<file path="config.mk">
export PLATFORM = sky130hd
export DESIGN_NAME = phy_cfg_writer
export DESIGN_NICKNAME = d
export VERILOG_FILES = /design/src/rtl/pcw_pkg.sv /design/src/rtl/pcw_ack_sync.sv /design/src/rtl/pcw_poll_timer.sv /design/src/rtl/pcw_seq.sv /design/src/rtl/phy_cfg_writer.sv
export SDC_FILE = /design/constraint.sdc
export NUM_CORES = 1
export LEC_CHECK = 0
export ABC_CLOCK_PERIOD_IN_PS = 3300
export BUFFER_PORTS_ARGS = -buffer_cell sky130_fd_sc_hd__buf_2
export CAP_MARGIN = 20
export CORE_ASPECT_RATIO = 1.5
export CORE_MARGIN = 3
export CORE_UTILIZATION = 40
export CTS_CLUSTER_SIZE = 10
export DETAILED_ROUTE_END_ITERATION = 6
export PLACE_DENSITY = 0.69
export REMOVE_ABC_BUFFERS = 1
export SLEW_MARGIN = 0
export SYNTH_ARGS = -nofsm -noshare
export SYNTH_HDL_FRONTEND = slang
export SYNTH_SLANG_ARGS = --single-unit
</file>
<file path="constraint.sdc">
create_clock -name clk -period 3.3 [get_ports clk]
set_input_delay 0.165 -clock clk [delete_from_list [all_inputs] [get_ports clk]]
set_output_delay 0.165 -clock clk [all_outputs]
set_load 0.05 [all_outputs]
</file>
<file path="src/rtl/pcw_pkg.sv">
package pcw_pkg;

  typedef enum logic [1:0] {
    ST_IDLE    = 2'd0,
    ST_SETUP   = 2'd1,
    ST_ASSERT  = 2'd2,
    ST_RELEASE = 2'd3
  } pcw_state_e;

  typedef enum logic [1:0] {
    PH_ADDR   = 2'd0,
    PH_DATA   = 2'd1,
    PH_COMMIT = 2'd2
  } pcw_phase_e;

endpackage

</file>
<file path="src/rtl/pcw_ack_sync.sv">
module pcw_ack_sync #(
  parameter int STAGES = 2
) (
  input  logic clk,
  input  logic rst_n,
  input  logic async_in,
  output logic sync_out
);

  logic [STAGES-1:0] chain_q;

  generate
    if (STAGES == 1) begin : g_single
      always_ff @(posedge clk or negedge rst_n) begin
        if (!rst_n) chain_q <= '0;
        else        chain_q <= async_in;
      end
    end else begin : g_multi
      always_ff @(posedge clk or negedge rst_n) begin
        if (!rst_n) chain_q <= '0;
        else        chain_q <= {chain_q[STAGES-2:0], async_in};
      end
    end
  endgenerate

  assign sync_out = chain_q[STAGES-1];

endmodule

</file>
<file path="src/rtl/pcw_poll_timer.sv">
module pcw_poll_timer #(
  parameter int POLL_CYC  = 200,
  parameter int TMO_POLLS = 100
) (
  input  logic clk,
  input  logic rst_n,
  input  logic run,
  input  logic clr,
  output logic tick,
  output logic last_poll
);

  localparam int CYC_W  = (POLL_CYC  > 1) ? $clog2(POLL_CYC)  : 1;
  localparam int POLL_W = (TMO_POLLS > 1) ? $clog2(TMO_POLLS) : 1;

  logic [CYC_W-1:0]  cyc_q, cyc_n;
  logic [POLL_W-1:0] poll_q, poll_n;

  assign tick      = run && (cyc_q == CYC_W'(POLL_CYC - 1));
  assign last_poll = (poll_q == POLL_W'(TMO_POLLS - 1));

  always_comb begin
    cyc_n  = cyc_q;
    poll_n = poll_q;
    if (clr || !run) begin
      cyc_n  = '0;
      poll_n = '0;
    end else if (tick) begin
      cyc_n  = '0;
      poll_n = last_poll ? poll_q : poll_q + POLL_W'(1);
    end else begin
      cyc_n  = cyc_q + CYC_W'(1);
    end
  end

  always_ff @(posedge clk or negedge rst_n) begin
    if (!rst_n) begin
      cyc_q  <= '0;
      poll_q <= '0;
    end else begin
      cyc_q  <= cyc_n;
      poll_q <= poll_n;
    end
  end

  // the poll count never runs past its limit
  assert_poll_bound_R6: assert property (@(posedge clk) disable iff (!rst_n)
    (32'(poll_q) < TMO_POLLS));

endmodule

</file>
<file path="src/rtl/pcw_seq.sv">
module pcw_seq
  import pcw_pkg::*;
#(
  parameter int DATA_W = 16
) (
  input  logic              clk,
  input  logic              rst_n,
  input  logic              req_start,
  input  logic [DATA_W-1:0] req_addr,
  input  logic [DATA_W-1:0] req_data,
  input  logic              ack_s,
  input  logic              tick,
  input  logic              last_poll,
  output logic              tmr_run,
  output logic              tmr_clr,
  output logic [DATA_W+3:0] phy_cmd,
  output logic              busy,
  output logic              done,
  output logic              timeout_err
);

  localparam int CMD_W   = DATA_W + 4;
  localparam int BIT_CA  = 0;
  localparam int BIT_CD  = 1;
  localparam int BIT_WR  = CMD_W - 1;

  pcw_state_e        st_q, st_n;
  pcw_phase_e        ph_q, ph_n;
  logic [DATA_W-1:0] addr_q, data_q;
  logic              done_q, done_n;
  logic              err_q, err_n;
  logic              load_en;
  logic [DATA_W-1:0] value;

  assign value = (ph_q == PH_ADDR) ? addr_q : data_q;

  // Command word
  always_comb begin
    phy_cmd = '0;
    if (st_q != ST_IDLE) begin
      phy_cmd[DATA_W+1:2] = value;
      if (st_q == ST_ASSERT) begin
        case (ph_q)
          PH_ADDR:   phy_cmd[BIT_CA] = 1'b1;
          PH_DATA:   phy_cmd[BIT_CD] = 1'b1;
          PH_COMMIT: phy_cmd[BIT_WR] = 1'b1;
          default:   phy_cmd = '0;
        endcase
      end
    end
  end

  // Next state
  always_comb begin
    st_n    = st_q;
    ph_n    = ph_q;
    done_n  = 1'b0;
    err_n   = err_q;
    load_en = 1'b0;
    case (st_q)
      ST_IDLE: begin
        if (req_start) begin
          st_n    = ST_SETUP;
          ph_n    = PH_ADDR;
          load_en = 1'b1;
          err_n   = 1'b0;
        end
      end
      ST_SETUP: st_n = ST_ASSERT;
      ST_ASSERT: begin
        if (tick) begin
          if (ack_s) begin
            st_n = ST_RELEASE;
          end else if (last_poll) begin
            st_n  = ST_IDLE;
            err_n = 1'b1;
          end
        end
      end
      ST_RELEASE: begin
        if (tick) begin
          if (!ack_s) begin
            if (ph_q == PH_COMMIT) begin
              st_n   = ST_IDLE;
              done_n = 1'b1;
            end else begin
              st_n = ST_SETUP;
              ph_n = (ph_q == PH_ADDR) ? PH_DATA : PH_COMMIT;
            end
          end else if (last_poll) begin
            st_n  = ST_IDLE;
            err_n = 1'b1;
          end
        end
      end
      default: st_n = ST_IDLE;
    endcase
  end

  assign tmr_run = (st_q == ST_ASSERT) || (st_q == ST_RELEASE);
  assign tmr_clr = (st_n != st_q);

  // Registers
  always_ff @(posedge clk or negedge rst_n) begin
    if (!rst_n) begin
      st_q   <= ST_IDLE;
      ph_q   <= PH_ADDR;
      addr_q <= '0;
      data_q <= '0;
      done_q <= 1'b0;
      err_q  <= 1'b0;
    end else begin
      st_q   <= st_n;
      ph_q   <= ph_n;
      done_q <= done_n;
      err_q  <= err_n;
      if (load_en) begin
        addr_q <= req_addr;
        data_q <= req_data;
      end
    end
  end

  assign busy        = (st_q != ST_IDLE);
  assign done        = done_q;
  assign timeout_err = err_q;

  // the port is quiet whenever no write is running
  assert_idle_quiet_R1: assert property (@(posedge clk) disable iff (!rst_n)
    !busy |-> (phy_cmd == '0));

  // never more than one command bit at a time
  assert_one_cmd_R2: assert property (@(posedge clk) disable iff (!rst_n)
    $onehot0({phy_cmd[BIT_WR], phy_cmd[BIT_CD], phy_cmd[BIT_CA]}));

  // done is a single-cycle pulse
  assert_done_pulse_R7: assert property (@(posedge clk) disable iff (!rst_n)
    done |=> !done);

  // the error flag holds until a start is accepted
  assert_err_hold_R7: assert property (@(posedge clk) disable iff (!rst_n)
    (timeout_err && !(req_start && !busy)) |=> timeout_err);

  // a strobe during a write leaves the operands alone
  assert_start_ignored_R8: assert property (@(posedge clk) disable iff (!rst_n)
    (busy && req_start) |=> ($stable(addr_q) && $stable(data_q)));

  // completion and busy never overlap
  assert_done_not_busy_R9: assert property (@(posedge clk) disable iff (!rst_n)
    done |-> !busy);

endmodule

</file>
<file path="src/rtl/phy_cfg_writer.sv">
module phy_cfg_writer #(
  parameter int DATA_W      = 16,
  parameter int POLL_CYC    = 200,
  parameter int TMO_POLLS   = 100,
  parameter int SYNC_STAGES = 2
) (
  input  logic              clk,
  input  logic              rst_n,
  input  logic              req_start,
  input  logic [DATA_W-1:0] req_addr,
  input  logic [DATA_W-1:0] req_data,
  output logic              busy,
  output logic              done,
  output logic              timeout_err,
  output logic [DATA_W+3:0] phy_cmd,
  input  logic              phy_ack
);

  localparam int CMD_W = DATA_W + 4;

  logic ack_s;
  logic tick, last_poll;
  logic tmr_run, tmr_clr;
  logic cmd_act;

  pcw_ack_sync #(
    .STAGES (SYNC_STAGES)
  ) u_sync (
    .clk      (clk),
    .rst_n    (rst_n),
    .async_in (phy_ack),
    .sync_out (ack_s)
  );

  pcw_poll_timer #(
    .POLL_CYC  (POLL_CYC),
    .TMO_POLLS (TMO_POLLS)
  ) u_timer (
    .clk       (clk),
    .rst_n     (rst_n),
    .run       (tmr_run),
    .clr       (tmr_clr),
    .tick      (tick),
    .last_poll (last_poll)
  );

  pcw_seq #(
    .DATA_W (DATA_W)
  ) u_seq (
    .clk         (clk),
    .rst_n       (rst_n),
    .req_start   (req_start),
    .req_addr    (req_addr),
    .req_data    (req_data),
    .ack_s       (ack_s),
    .tick        (tick),
    .last_poll   (last_poll),
    .tmr_run     (tmr_run),
    .tmr_clr     (tmr_clr),
    .phy_cmd     (phy_cmd),
    .busy        (busy),
    .done        (done),
    .timeout_err (timeout_err)
  );

  assign cmd_act = phy_cmd[0] | phy_cmd[1] | phy_cmd[CMD_W-1];

  // a command bit is removed on an acknowledge seen through the synchronizer
  assert_sync_latency_R5: assert property (@(posedge clk) disable iff (!rst_n)
    ($fell(cmd_act) && !timeout_err) |-> $past(phy_ack, 3));

  // the command bit is not removed while the acknowledge is low
  assert_hold_cmd_R4: assert property (@(posedge clk) disable iff (!rst_n)
    (cmd_act && !ack_s && !last_poll) |=> cmd_act);

endmodule

</file>
Word-level counts from Yosys, hierarchy flattened
Cells that the tools add are included.

Bits in registers: 55. Word-level logic and storage cells: 79.

Add/sub/neg operators: 2. Eq/ne operators: 16. Muxes and demuxes: 38. Reductions and logical operators: 14.

Operator list (number): 2-to-1 mux 20 bit (2); 2-to-1 mux 16 bit (2); 2-to-1 mux 2 bit (11); 2-to-1 mux 7 bit (3); 2-to-1 mux 8 bit (2); inequality test 2 bit, second input constant (8); 2-to-1 mux 1 bit (15); adder 8 x 1 -> 8 bit, second input constant (1); == test 8 bit, second input constant (1); one-hot mux 2 bit (4 select lines) (1); adder 7 x 1 -> 7 bit, second input constant (1); == test 7 bit, second input constant (1); == test 2 bit, second input constant (3); AND reduction 6 bit (1); nonzero test 2 bit (3); AND reduction 5 bit (1); == test 2 x 1 -> 1 bit, second input constant (2); zero test 2 bit (2); one-hot mux 2 bit (2 select lines) (1); one-hot mux 1 bit (3 select lines) (1); nonzero test 3 bit (1); OR reduction 3 bit (1); logical OR 1 bit (2); inequality test 2 bit (1); other kinds (3) (3).

Longest topological paths before layout
Gate-level depths: netlist of the first run.

Depth in word-level cells: 9. Gate-level depth with buffers: 9.

Cells and area by module
From an unflattened synthesis of the first run, not the netlist that was laid out.

Cell total of the unflattened synthesis: 244. Area total of the unflattened synthesis: 2632.5 um2.

By module, submodules not included: pcw_seq (times used 1, cells each 167, area an instance 1808.0 um2); pcw_poll_timer (times used 1, cells each 75, area an instance 774.5 um2); pcw_ack_sync (times used 1, cells each 2, area an instance 50.0 um2).

Least setup slack after synthesis of the first run
OpenSTA, ideal clock, no wires.

Kind: flip-flop to output port. Start: register u_seq.st_q[0]. End: output port phy_cmd[1]. Data arrival time: 2.480 ns. Slack: 0.655 ns. Cell stages (with the launch flop): 6. Buffers on the path: 0. Path through: dfrtp_1 > inv_1 > ha_1 > inv_1 > nand2_1 > nor3b_1.

Elaborated cells between the ends (all ways): 4.

RTL lines: from (decl) (RTL line pcw_seq.sv:27) `pcw_state_e st_q, st_n;`; from (signal assigned) (RTL line pcw_seq.sv:113) `st_q <= st_n;`; nonzero test 2 bit; via busy (RTL line phy_cfg_writer.sv:12) `output logic busy,`; 2-to-1 mux 20 bit (RTL line pcw_seq.sv:40) `if (st_q != ST_IDLE) begin`; to (decl) (RTL line phy_cfg_writer.sv:15) `output logic [DATA_W+3:0] phy_cmd,`.

The timed path passes the listed nets, and every way through them passes these cells.

Worst setup path in the final report of the first run
Start: register u_timer.cyc_q[0]. End: register u_timer.poll_q[6].

Word-level cells in the longest chain between the ends: 8. Elaborated cells between the ends (all ways): 11.

Ends and longest elaborated chain: from (decl) (RTL line pcw_poll_timer.sv:16) `logic [CYC_W-1:0] cyc_q, cyc_n;`; from (signal assigned) (RTL line pcw_poll_timer.sv:41) `cyc_q <= cyc_n;`; == test 8 bit (*) (RTL line pcw_poll_timer.sv:19) `assign tick = run && (cyc_q == CYC_W'(POLL_CYC - 1));`; logical AND 1 bit (*) (RTL line pcw_poll_timer.sv:19); 2-to-1 mux 2 bit (on tied branches) (RTL line pcw_seq.sv:81, pcw_seq.sv:71); one-hot mux 2 bit (4 select lines) (RTL line pcw_seq.sv:60) `case (st_q)`; inequality test 2 bit (RTL line pcw_seq.sv:101) `assign tmr_clr = (st_n != st_q);`; logical OR 1 bit (RTL line pcw_poll_timer.sv:25) `if (clr || !run) begin`; inequality test 2 bit (no line) / nonzero test 2 bit (equally long branches); AND reduction 2 bit (no line); to (signal assigned) (RTL line pcw_poll_timer.sv:42) `poll_q <= poll_n;`; to (decl) (RTL line pcw_poll_timer.sv:17) `logic [POLL_W-1:0] poll_q, poll_n;`.

Every way passes the cells marked *; elsewhere a longest branch is shown, timed or not. A chain may end at the register's enable or synchronous reset.

==> flow_metrics.env, run 1 <==
export IMPL_cts_path_max_buffers=2
export IMPL_slowest_delay_ps=580
export IMPL_initial_core_util_pct=41.5
export IMPL_preCtsSetupSlack_ps=706
export IMPL_drc=0
export IMPL_arrival_ps=2840
export IMPL_vias_per_cell=5.43
export IMPL_clk_latency_ps=310
export IMPL_power_leakage_uw=0.00168
export IMPL_htreeDepth=2
export IMPL_worst_pin_slew_ps=739
export IMPL_status="complete, no violations"
export IMPL_vias=2266
export IMPL_fmax_mhz=380
export IMPL_fin_ws_ps=665
export IMPL_finalWirelength_um=6260
export IMPL_setup_viol_count_final=0
export IMPL_synth_cell_type_count=44
export IMPL_synth_area_top_cells="dfrtp_1 (48%), mux2_2 (13%), nand2_1 (5.9%)"
export IMPL_grt_max_degree=34
export IMPL_hp_class="input pin to register"
export IMPL_final_seq_area_um2=1380
export IMPL_crit_fanout=15
export IMPL_rows=37
export IMPL_path_buf_inv=0
export IMPL_synth_seq_cells=55
export IMPL_grt_pass1_vias=2269
export IMPL_core_um2=6900
export IMPL_finalHoldViolCount=0
export IMPL_ctsResizeCount=0
export IMPL_grt_use_total_pct=15.7
export IMPL_die_w_um=75.1
export IMPL_critical_path_class="register to register"
export IMPL_end_kind="register"
export IMPL_period_needed_ps=2630
export IMPL_crit_slowest_cell="or3_1"
export IMPL_n_antenna_cell=0
export IMPL_fin_nets=381
export IMPL_io_pins=59
export IMPL_synth_edf_count=0
export IMPL_async_flop_share_pct=100
export IMPL_maxSlewViolCount=0
export IMPL_start_kind="register"
export IMPL_drtIter0Drc=103
export IMPL_ys_flop_type="dfrtp_1"
export IMPL_nFillCells=623
export IMPL_port_buffer_count=57
export IMPL_cts_root_buffer_cell="clkbuf_8"
export IMPL_required_ps=3510
export IMPL_gp_congestion=0.855
export IMPL_dr_pass1_iters=4
export IMPL_dp_hpwl_um=4680
export IMPL_dieArea_um2=8230
export IMPL_netlist_instances=280
export IMPL_synthMostInstantiatedCell="dfrtp_1"
export IMPL_post_route_period_util_pct=79.8
export IMPL_cp_top_family="simple AND/OR/NAND/NOR gates"
export IMPL_grt_first_pass_wirelength_um=10200
export IMPL_cts_hold_buf=2
export IMPL_postCtsSetupRepairBufs=0
export IMPL_clkTransAtPathRegs_ps=100
export IMPL_ir_drop_v=0.000175
export IMPL_power_density_nw_per_um2=328
export IMPL_fin_worst_skew_ps=8.14
export IMPL_syn_area_per_cell_um2=10.2
export IMPL_worstPathCellList="ha_1 -> nand4b_1 -> or3_1 -> o31a_1 -> o221a_4 -> nor4_1"
export IMPL_synthToLayoutAreaGrowth_pct=16.7
export IMPL_yosys_warnings=0
export IMPL_drive_above_1_share_pct=32.4
export IMPL_rsz0062_at_grt="no"
export IMPL_ant_nets=0
export IMPL_synth_top_area_share_pct=48.1
export IMPL_multi_input_area_um2=1390
export IMPL_tns_ps=0
export IMPL_slew_headroom_pct=50.4
export IMPL_tritoncts="done"
export IMPL_yosysTopAreaCell="dfrtp_1"
export IMPL_synth_seq_area_share_pct=48.1
export IMPL_cts_buffers=5
export IMPL_cap_violations=0
export IMPL_synth_commonest_cells="dfrtp_1 (55), nand2_1 (45), mux2_2 (32), a21oi_1 (22), nor4_1 (16)"
export IMPL_post_drt_wl_per_cell_um=15.0
export IMPL_synthesis_area_um2=2860
export IMPL_grt_overflow_total=0
export IMPL_antenna_found_initial=0
export IMPL_die_h_um=110
export IMPL_clock_sinks=55
export IMPL_hold_slack_ps=72.2
[flip-flops by register name, summed over array words and instances (netlist names)]
name and count:
u_seq.timeout_err 1, u_seq.data_q 16, u_seq.done 1, u_seq.addr_q 16
u_seq.st_q 2, u_timer.cyc_q 8, u_sync.chain_q 2, u_timer.poll_q 7
u_seq.ph_q 2
[kinds of logic (layout without fill, tap and decap cells)]
family                   Yosys count  count (layout)  synth area share (%)
AO/OA/AOI/OAI                     45              45                  10.6
multiplexers                      34              34                  13.3
XOR/XNOR                          11              11                  3.37
buffers and inverters             23              82                  3.50
other                              1               1                 0.131
AND/OR/NAND/NOR                  104             104                  17.9
adder cells (fa/ha/maj)            7               7                  3.06
flip-flops                        55              55                  48.1
[worst reg2reg max path, cell delays in order, from the launching register on]
cell and delay [ps]:
dfrtp_1 390, ha_1 210, nand4b_1 290, or3_1 580, o31a_1 390, o221a_4 350
nor4_1 330
[power by group]
part,switching (uW),total (uW),internal (uW)
Clock,228,380,153
Sequential,1.23,676,675
Combinational,22.5,40.2,17.7
Total,252,1100,845
[placed cells by master (no fill, tap or decap), types with 3 or more instances in the layout]
master	netlist	routed
nand3_1	8	8
buf_4	1	7
ha_1	7	7
a21oi_1	22	22
xnor2_1	7	7
and3_1	4	4
mux2_2	32	32
dfrtp_1	55	55
or3_1	3	3
nor4_1	16	16
nor2_1	11	11
clkbuf_8	0	5
o21ai_0	6	6
a31oi_1	4	4
nand2_1	45	45
xor2_1	4	4
inv_1	8	8
nor3_1	6	6
buf_2	1	57
[per-stage QoR]
stage,instance area [um2],total power (uW),instances,utilization [%]
4_1_cts,3340,1120,417,48.4
2_1_floorplan,2790,693,265,-
3_5_place_dp,3230,729,407,46.8
3_3_place_gp,3230,729,407,46.8
6_report,3340,1100,417,48.4
5_1_grt,3340,1150,417,48.4
[path summary, 6_finish.rpt]
kind | start | endpoint | slack [ps] | cells after the start
worst min register to register | u_sync.chain_q[0] | u_sync.chain_q[1] | 360 | 0
worst max-delay path | u_timer.cyc_q[0] | u_timer.poll_q[6] | 670 | 6
worst min-delay path | req_data[9] | u_seq.data_q[9] | 70 | 2
min in group asynchronous | rst_n | u_seq.data_q[6] | 400 | 2
max in group asynchronous | rst_n | u_seq.st_q[1] | 2110 | 3
worst max register to register | u_timer.cyc_q[0] | u_timer.poll_q[6] | 670 | 6
[routing by layer]
layer | vias up | global-route usage [%] | wire (um)
li1 | 1108 | - | -
met1 | 1066 | 18.1 | 2610
met2 | 81 | 28.5 | 3120
met3 | 11 | 2.93 | 404
met4 | 0 | 5.22 | 121
met5 | - | 0 | 0
[area by class of cell]
| type | count | share of cell area, % |
|---|---|---|
| Timing Repair Buffer | 66 | 10.7 |
| Tap cell | 78 | 2.92 |
| Inverter | 8 | 0.900 |
| Sequential cell | 55 | 41.2 |
| Clock inverter | 3 | 0.675 |
| Clock buffer | 5 | 2.06 |
| Multi-Input combinational cell | 202 | 41.5 |
No activity file was read; power rests on OpenSTA's default activity.
==> run 2, diff against run 1 <==
- ABC_AREA: unset -> 1
- ABC_CLOCK_PERIOD_IN_PS: 3300 -> 2570
- clock period: 3.3 -> 2.57 ns (I/O delays scaled with it)
==> flow_metrics.env, run 2 <==
export IMPL_required_ps=2440
export IMPL_syn_area_per_cell_um2=9.61
export IMPL_post_route_cell_area_um2=3340
export IMPL_drive_above_1_share_pct=35.9
export IMPL_grt_overflow_total=0
export IMPL_post_route_period_util_pct=89.4
export IMPL_die_w_um=74.8
export IMPL_fin_util_pct=48.4
export IMPL_clkTransAtPathRegs_ps=110
export IMPL_synthToLayoutAreaGrowth_pct=17.3
export IMPL_placedCellCount=427
export IMPL_final_cell_mix="buf_2 (57), dfrtp_1 (55), nor2_1 (46)"
export IMPL_end_kind="output port"
export IMPL_synth_cell_type_count=32
export IMPL_async_flop_share_pct=100
export IMPL_grt_use_total_pct=16.4
export IMPL_tns_ps=0
export IMPL_htreeDepth=2
export IMPL_finalWirelength_um=5920
export IMPL_setup_viol_count_final=0
export IMPL_ctsResizeCount=0
export IMPL_cts_buffers=5
export IMPL_final_cell_count_no_fill=437
export IMPL_slew_headroom_pct=53.6
export IMPL_post_dp_cell_area_um2=3220
export IMPL_power_density_nw_per_um2=1350
export IMPL_dr_pass1_iters=4
export IMPL_clock_sinks=55
export IMPL_fmax_mhz=435
export IMPL_worst_pin_slew_ps=696
export IMPL_synth_top_family_by_area="simple AND/OR/NAND/NOR gates"
export IMPL_postCtsSetupRepairBufs=0
export IMPL_post_drt_wl_per_cell_um=13.5
export IMPL_cts_path_max_buffers=2
export IMPL_die_h_um=109
export IMPL_hp_class="input pin to register"
export IMPL_n_antenna_cell=0
export IMPL_synthMostInstantiatedCell="dfrtp_1"
export IMPL_arrival_ps=2170
export IMPL_rsz0062_at_grt="no"
export IMPL_final_common_cell="buf_2"
export IMPL_netlist_instances=296
export IMPL_grt_max_degree=56
export IMPL_synthesis_area_um2=2840
export IMPL_cts_root_buffer_cell="clkbuf_8"
export IMPL_ir_drop_v=0.00109
export IMPL_rows=37
export IMPL_top_regs="u_seq.addr_q (16), u_seq.data_q (16), u_timer.cyc_q (8)"
export IMPL_vias_per_cell=5.04
export IMPL_synth_seq_cells=55
export IMPL_maxSlewViolCount=0
export IMPL_status="complete, no violations"
export IMPL_gp_congestion=0.960
export IMPL_synth_compound_area_share_pct=3.12
export IMPL_synth_xor_area_share_pct=2.46
export IMPL_grt_pass1_vias=2281
export IMPL_core_um2=6900
export IMPL_fin_nets=401
export IMPL_yosys_area_share_simple_pct=25.1
export IMPL_grt_first_pass_wirelength_um=10300
export IMPL_yosysTopAreaCell="dfrtp_1"
export IMPL_vias=2202
export IMPL_yosys_area_share_adder_pct=3.08
export IMPL_drc=0
export IMPL_tritoncts="done"
export IMPL_antenna_found_initial=0
export IMPL_synth_area_top_cells="dfrtp_1 (48%), mux2_2 (13%), nor2_1 (6.1%)"
export IMPL_ys_flop_type="dfrtp_1"
export IMPL_cts_hold_buf=2
export IMPL_dp_hpwl_um=4350
export IMPL_power_leakage_uw=0.00156
export IMPL_port_buffer_count=57
export IMPL_synth_seq_area_share_pct=48.4
export IMPL_dieArea_um2=8180
export IMPL_initial_core_util_pct=41.2
export IMPL_yosys_warnings=0
export IMPL_drtIter0Drc=64
export IMPL_finalHoldViolCount=0
export IMPL_synth_top_area_share_pct=48.4
export IMPL_period_needed_ps=2300
export IMPL_synth_edf_count=0
export IMPL_fin_worst_skew_ps=14.6
export IMPL_synthMuxAreaShare_pct=13.1
export IMPL_cap_violations=0
export IMPL_start_kind="register"
export IMPL_crit_fanout=16
export IMPL_io_pins=59
export IMPL_hold_slack_ps=22.2
export IMPL_synth_commonest_cells="dfrtp_1 (55), nor2_1 (46), nand2_1 (34), mux2_2 (33)"
export IMPL_critical_path_class="register to output port"
export IMPL_clk_latency_ps=330
export IMPL_ant_nets=0
-- run 2: cell count changes in the layout (fill, tap and decap cells not counted), moves of 4 or more --
cell / previous run / this run
nor3_1: 6 / 21
nor4_1: 16 / 0
nor2_2: 0 / 11
nand3_1: 8 / 12
nand2_1: 45 / 34
nor2_1: 11 / 46
inv_1: 8 / 21
a31oi_1: 4 / 0
nand2_2: 0 / 5
a21oi_1: 22 / 6
-- run 2: layer usage --
layer,global-route usage [%],wire length (um)
met1,19.1,2410
met2,28.1,2970
met3,4.43,408
met4,6.36,121
met5,0,0
-- run 2: stage by stage --
step                power, uW  setup slack [ps]
floorplan                3400              -189
global placement         3990               460
detailed placement       4020               403
CTS                      4560               238
global route             4810              67.9
finish                   4500               274
-- run 2: power breakdown --
| group | total, uW | switching (uW) | internal (uW) |
|---|---|---|---|
| Sequential | 1330 | 170 | 1160 |
| Clock | 522 | 319 | 203 |
| Combinational | 2650 | 1850 | 799 |
| Total | 4500 | 2340 | 2160 |
-- run 2: cells by family (layout without fill, tap and decap cells) --
logic type | Yosys count | in the layout
AO/OA/AOI/OAI | 15 | 15
other | 1 | 1
AND/OR/NAND/NOR | 145 | 145
multiplexers | 33 | 33
XOR/XNOR | 8 | 8
adder cells (fa/ha/maj) | 7 | 7
buffers and inverters | 32 | 95
flip-flops | 55 | 55
-- run 2: layout make-up --
type                    count  area (um2)
clock inverters             3        27.5
multi-input cells         209        1340
clock buffers               5        68.8
well taps                  78        97.6
inverters                  24        90.1
repair buffers             63         335
fillers                   630        3560
flip-flops and latches     55        1380
-- run 2: path summary, 6_finish.rpt --
| kind | from | to | slack, ps | depth (start not counted) |
|---|---|---|---|---|
| worst min-delay path | req_data[15] | u_seq.data_q[15] | 20 | 2 |
| min in group asynchronous | rst_n | u_timer.cyc_q[7] | 460 | 3 |
| worst min register to register | u_sync.chain_q[0] | u_sync.chain_q[1] | 340 | 0 |
| max in group asynchronous | rst_n | u_sync.chain_q[0] | 1650 | 3 |
| worst max register to register | u_seq.st_q[0] | u_timer.poll_q[6] | 360 | 12 |
| worst max-delay path | u_seq.st_q[0] | phy_cmd[10] | 270 | 7 |
-- run 2: critical path, cell delays in order (launching register included) --
cell and delay, ps:
dfrtp_1 460, inv_1 200, ha_1 260, inv_1 130, o31ai_2 250, buf_4 250
nor3_1 70, buf_2 210
==> run 3, diff against run 2 <==
--- a/constraint.sdc
+++ b/constraint.sdc
@@ -3,2 +3,2 @@
 set_output_delay 0.1285 -clock clk [all_outputs]
-set_load 0.05 [all_outputs]
+set_load 0.02 [all_outputs]
==> flow_metrics.env, run 3 (synthesis results as in run 2) <==
export IMPL_status="complete, no violations"
export IMPL_rows=37
export IMPL_drc=0
export IMPL_grt_use_total_pct=15.9
export IMPL_final_cell_mix="buf_2 (57), dfrtp_1 (55), nor2_1 (46)"
export IMPL_top_regs="u_seq.addr_q (16), u_seq.data_q (16), u_timer.cyc_q (8)"
export IMPL_crit_path_frequent_cell="inv_1"
export IMPL_power_density_nw_per_um2=1180
export IMPL_final_cell_count_no_fill=437
export IMPL_cts_buffers=5
export IMPL_total_power_uw=3970
export IMPL_p_int_uw=2250
export IMPL_io_pins=59
export IMPL_start_kind="register"
export IMPL_ctsResizeCount=0
export IMPL_r2r_start="u_seq.st_q[0]"
export IMPL_dr_pass1_iters=4
export IMPL_end_kind="output port"
export IMPL_grt_pass1_vias=2270
export IMPL_ir_drop_v=0.000819
export IMPL_fin_worst_skew_ps=2.85
export IMPL_finalWirelength_um=5860
export IMPL_fmax_mhz=451
export IMPL_cap_violations=0
export IMPL_clkPwrFrac_pct=14.7
export IMPL_port_buffer_count=57
export IMPL_drive_above_1_share_pct=35.7
export IMPL_fin_util_pct=48.6
export IMPL_power_leakage_uw=0.00157
export IMPL_grt_overflow_total=0
export IMPL_die_w_um=74.8
export IMPL_hp_class="input pin to register"
export IMPL_pwr_share_comb_pct=51.7
export IMPL_p_sw_uw=1720
export IMPL_initial_core_util_pct=41.2
export IMPL_preCtsSetupSlack_ps=418
export IMPL_critical_path_class="register to output port"
export IMPL_period_needed_ps=2220
export IMPL_crit_slowest_cell="dfrtp_1"
export IMPL_post_drt_wl_per_cell_um=13.4
export IMPL_cts_root_buffer_cell="clkbuf_8"
export IMPL_crit_path_start="u_seq.st_q[0]"
export IMPL_seqPwrFrac_pct=33.5
export IMPL_grt_first_pass_wirelength_um=10100
export IMPL_n_antenna_cell=0
export IMPL_placedCellCount=427
export IMPL_switching_share_pct=43.3
export IMPL_slew_headroom_pct=54.1
export IMPL_hp_start="req_data[3]"
export IMPL_finalHoldViolCount=0
export IMPL_grt_max_degree=56
export IMPL_vias_per_cell=5.01
export IMPL_worst_pin_slew_ps=688
export IMPL_fin_nets=401
export IMPL_tritoncts="done"
export IMPL_dp_hpwl_um=4430
export IMPL_clock_sinks=55
export IMPL_required_ps=2440
export IMPL_tns_ps=0
export IMPL_arrival_ps=2090
export IMPL_gp_congestion=0.874
export IMPL_htreeDepth=2
export IMPL_worstPathCellList="inv_1 -> ha_1 -> inv_1 -> o31ai_2 -> buf_4 -> nor3_1 -> buf_2"
export IMPL_cts_path_max_buffers=2
export IMPL_fin_ws_ps=354
export IMPL_vias=2188
export IMPL_rsz0062_at_grt="no"
export IMPL_setup_viol_count_final=0
export IMPL_core_um2=6900
export IMPL_antenna_found_initial=0
export IMPL_crit_fanout=16
export IMPL_final_common_cell="buf_2"
export IMPL_slowest_delay_ps=450
export IMPL_die_h_um=109
export IMPL_synthToLayoutAreaGrowth_pct=17.9
export IMPL_clk_latency_ps=310
export IMPL_clkTransAtPathRegs_ps=100
export IMPL_ant_nets=0
export IMPL_drtIter0Drc=90
export IMPL_post_route_period_util_pct=86.2
export IMPL_dieArea_um2=8180
export IMPL_maxSlewViolCount=0
[run 3: changes by cell type in the layout (fill, tap and decap cells not counted)]
cell	delta
clkbuf_1	+1
bufinv_16	+1
inv_8	-1
clkinvlp_4	-1
[run 3: repair_timing]
action	CTS	global route
setup buffers	0	0
hold buffers	2	0
setup endpoints to repair	0	0
hold endpoints to repair	56	0
[run 3: worst paths after layout]
check                                         end  slack [ps]  cells after the start
min in group asynchronous        u_timer.cyc_q[5]         470                      3
worst min-delay path              u_seq.data_q[3]          40                      2
max in group asynchronous       u_sync.chain_q[1]        1650                      3
worst max register to register  u_timer.poll_q[2]         390                     13
worst max-delay path                  phy_cmd[10]         350                      7
worst min register to register  u_sync.chain_q[1]         360                      0
[run 3: critical path: cells and delay by family (launching register included)]
| family | cells | cell delay (ps) |
|---|---|---|
| AOI/OAI and AO/OA | 1 | 250 |
| adders and majority gates | 1 | 250 |
| buffers and inverters | 4 | 750 |
| DFF | 1 | 450 |
| and+or+nand+nor | 1 | 70 |
[run 3: power groups by stage]
| stage | clock, uW | combinational [uW] | sequential (uW) |
|---|---|---|---|
| global route | 641 | 2300 | 1360 |
| CTS | 607 | 2080 | 1330 |
| floorplan | 0 | 1510 | 1300 |
| global placement | 0 | 2060 | 1330 |
| finish | 584 | 2050 | 1330 |
| detailed placement | 0 | 2070 | 1350 |
[run 3: stage by stage]
step / hold slack [ps] / area (um2)
floorplan: -167 / 2800
global placement: 240 / 3220
detailed placement: 241 / 3220
CTS: 24.3 / 3350
global route: 20.7 / 3350
finish: 43.2 / 3350
[run 3: per-layer routing]
metal	track usage, %	up-vias	share of wire (%)
li1	-	1089	-
met1	18.5	1028	41
met2	27.9	63	52
met3	4.34	8	5.6
met4	4.58	0	1.5
met5	0	-	0
[run 3: final cells by class]
type / instances / area (um2)
sequential: 55 / 1380
fill: 638 / 3550
multi-input combinational: 209 / 1340
timing repair buffer: 63 / 335
inverter: 24 / 90.1
clock buffer: 6 / 72.6
tap: 78 / 97.6
clock inverter: 2 / 38.8
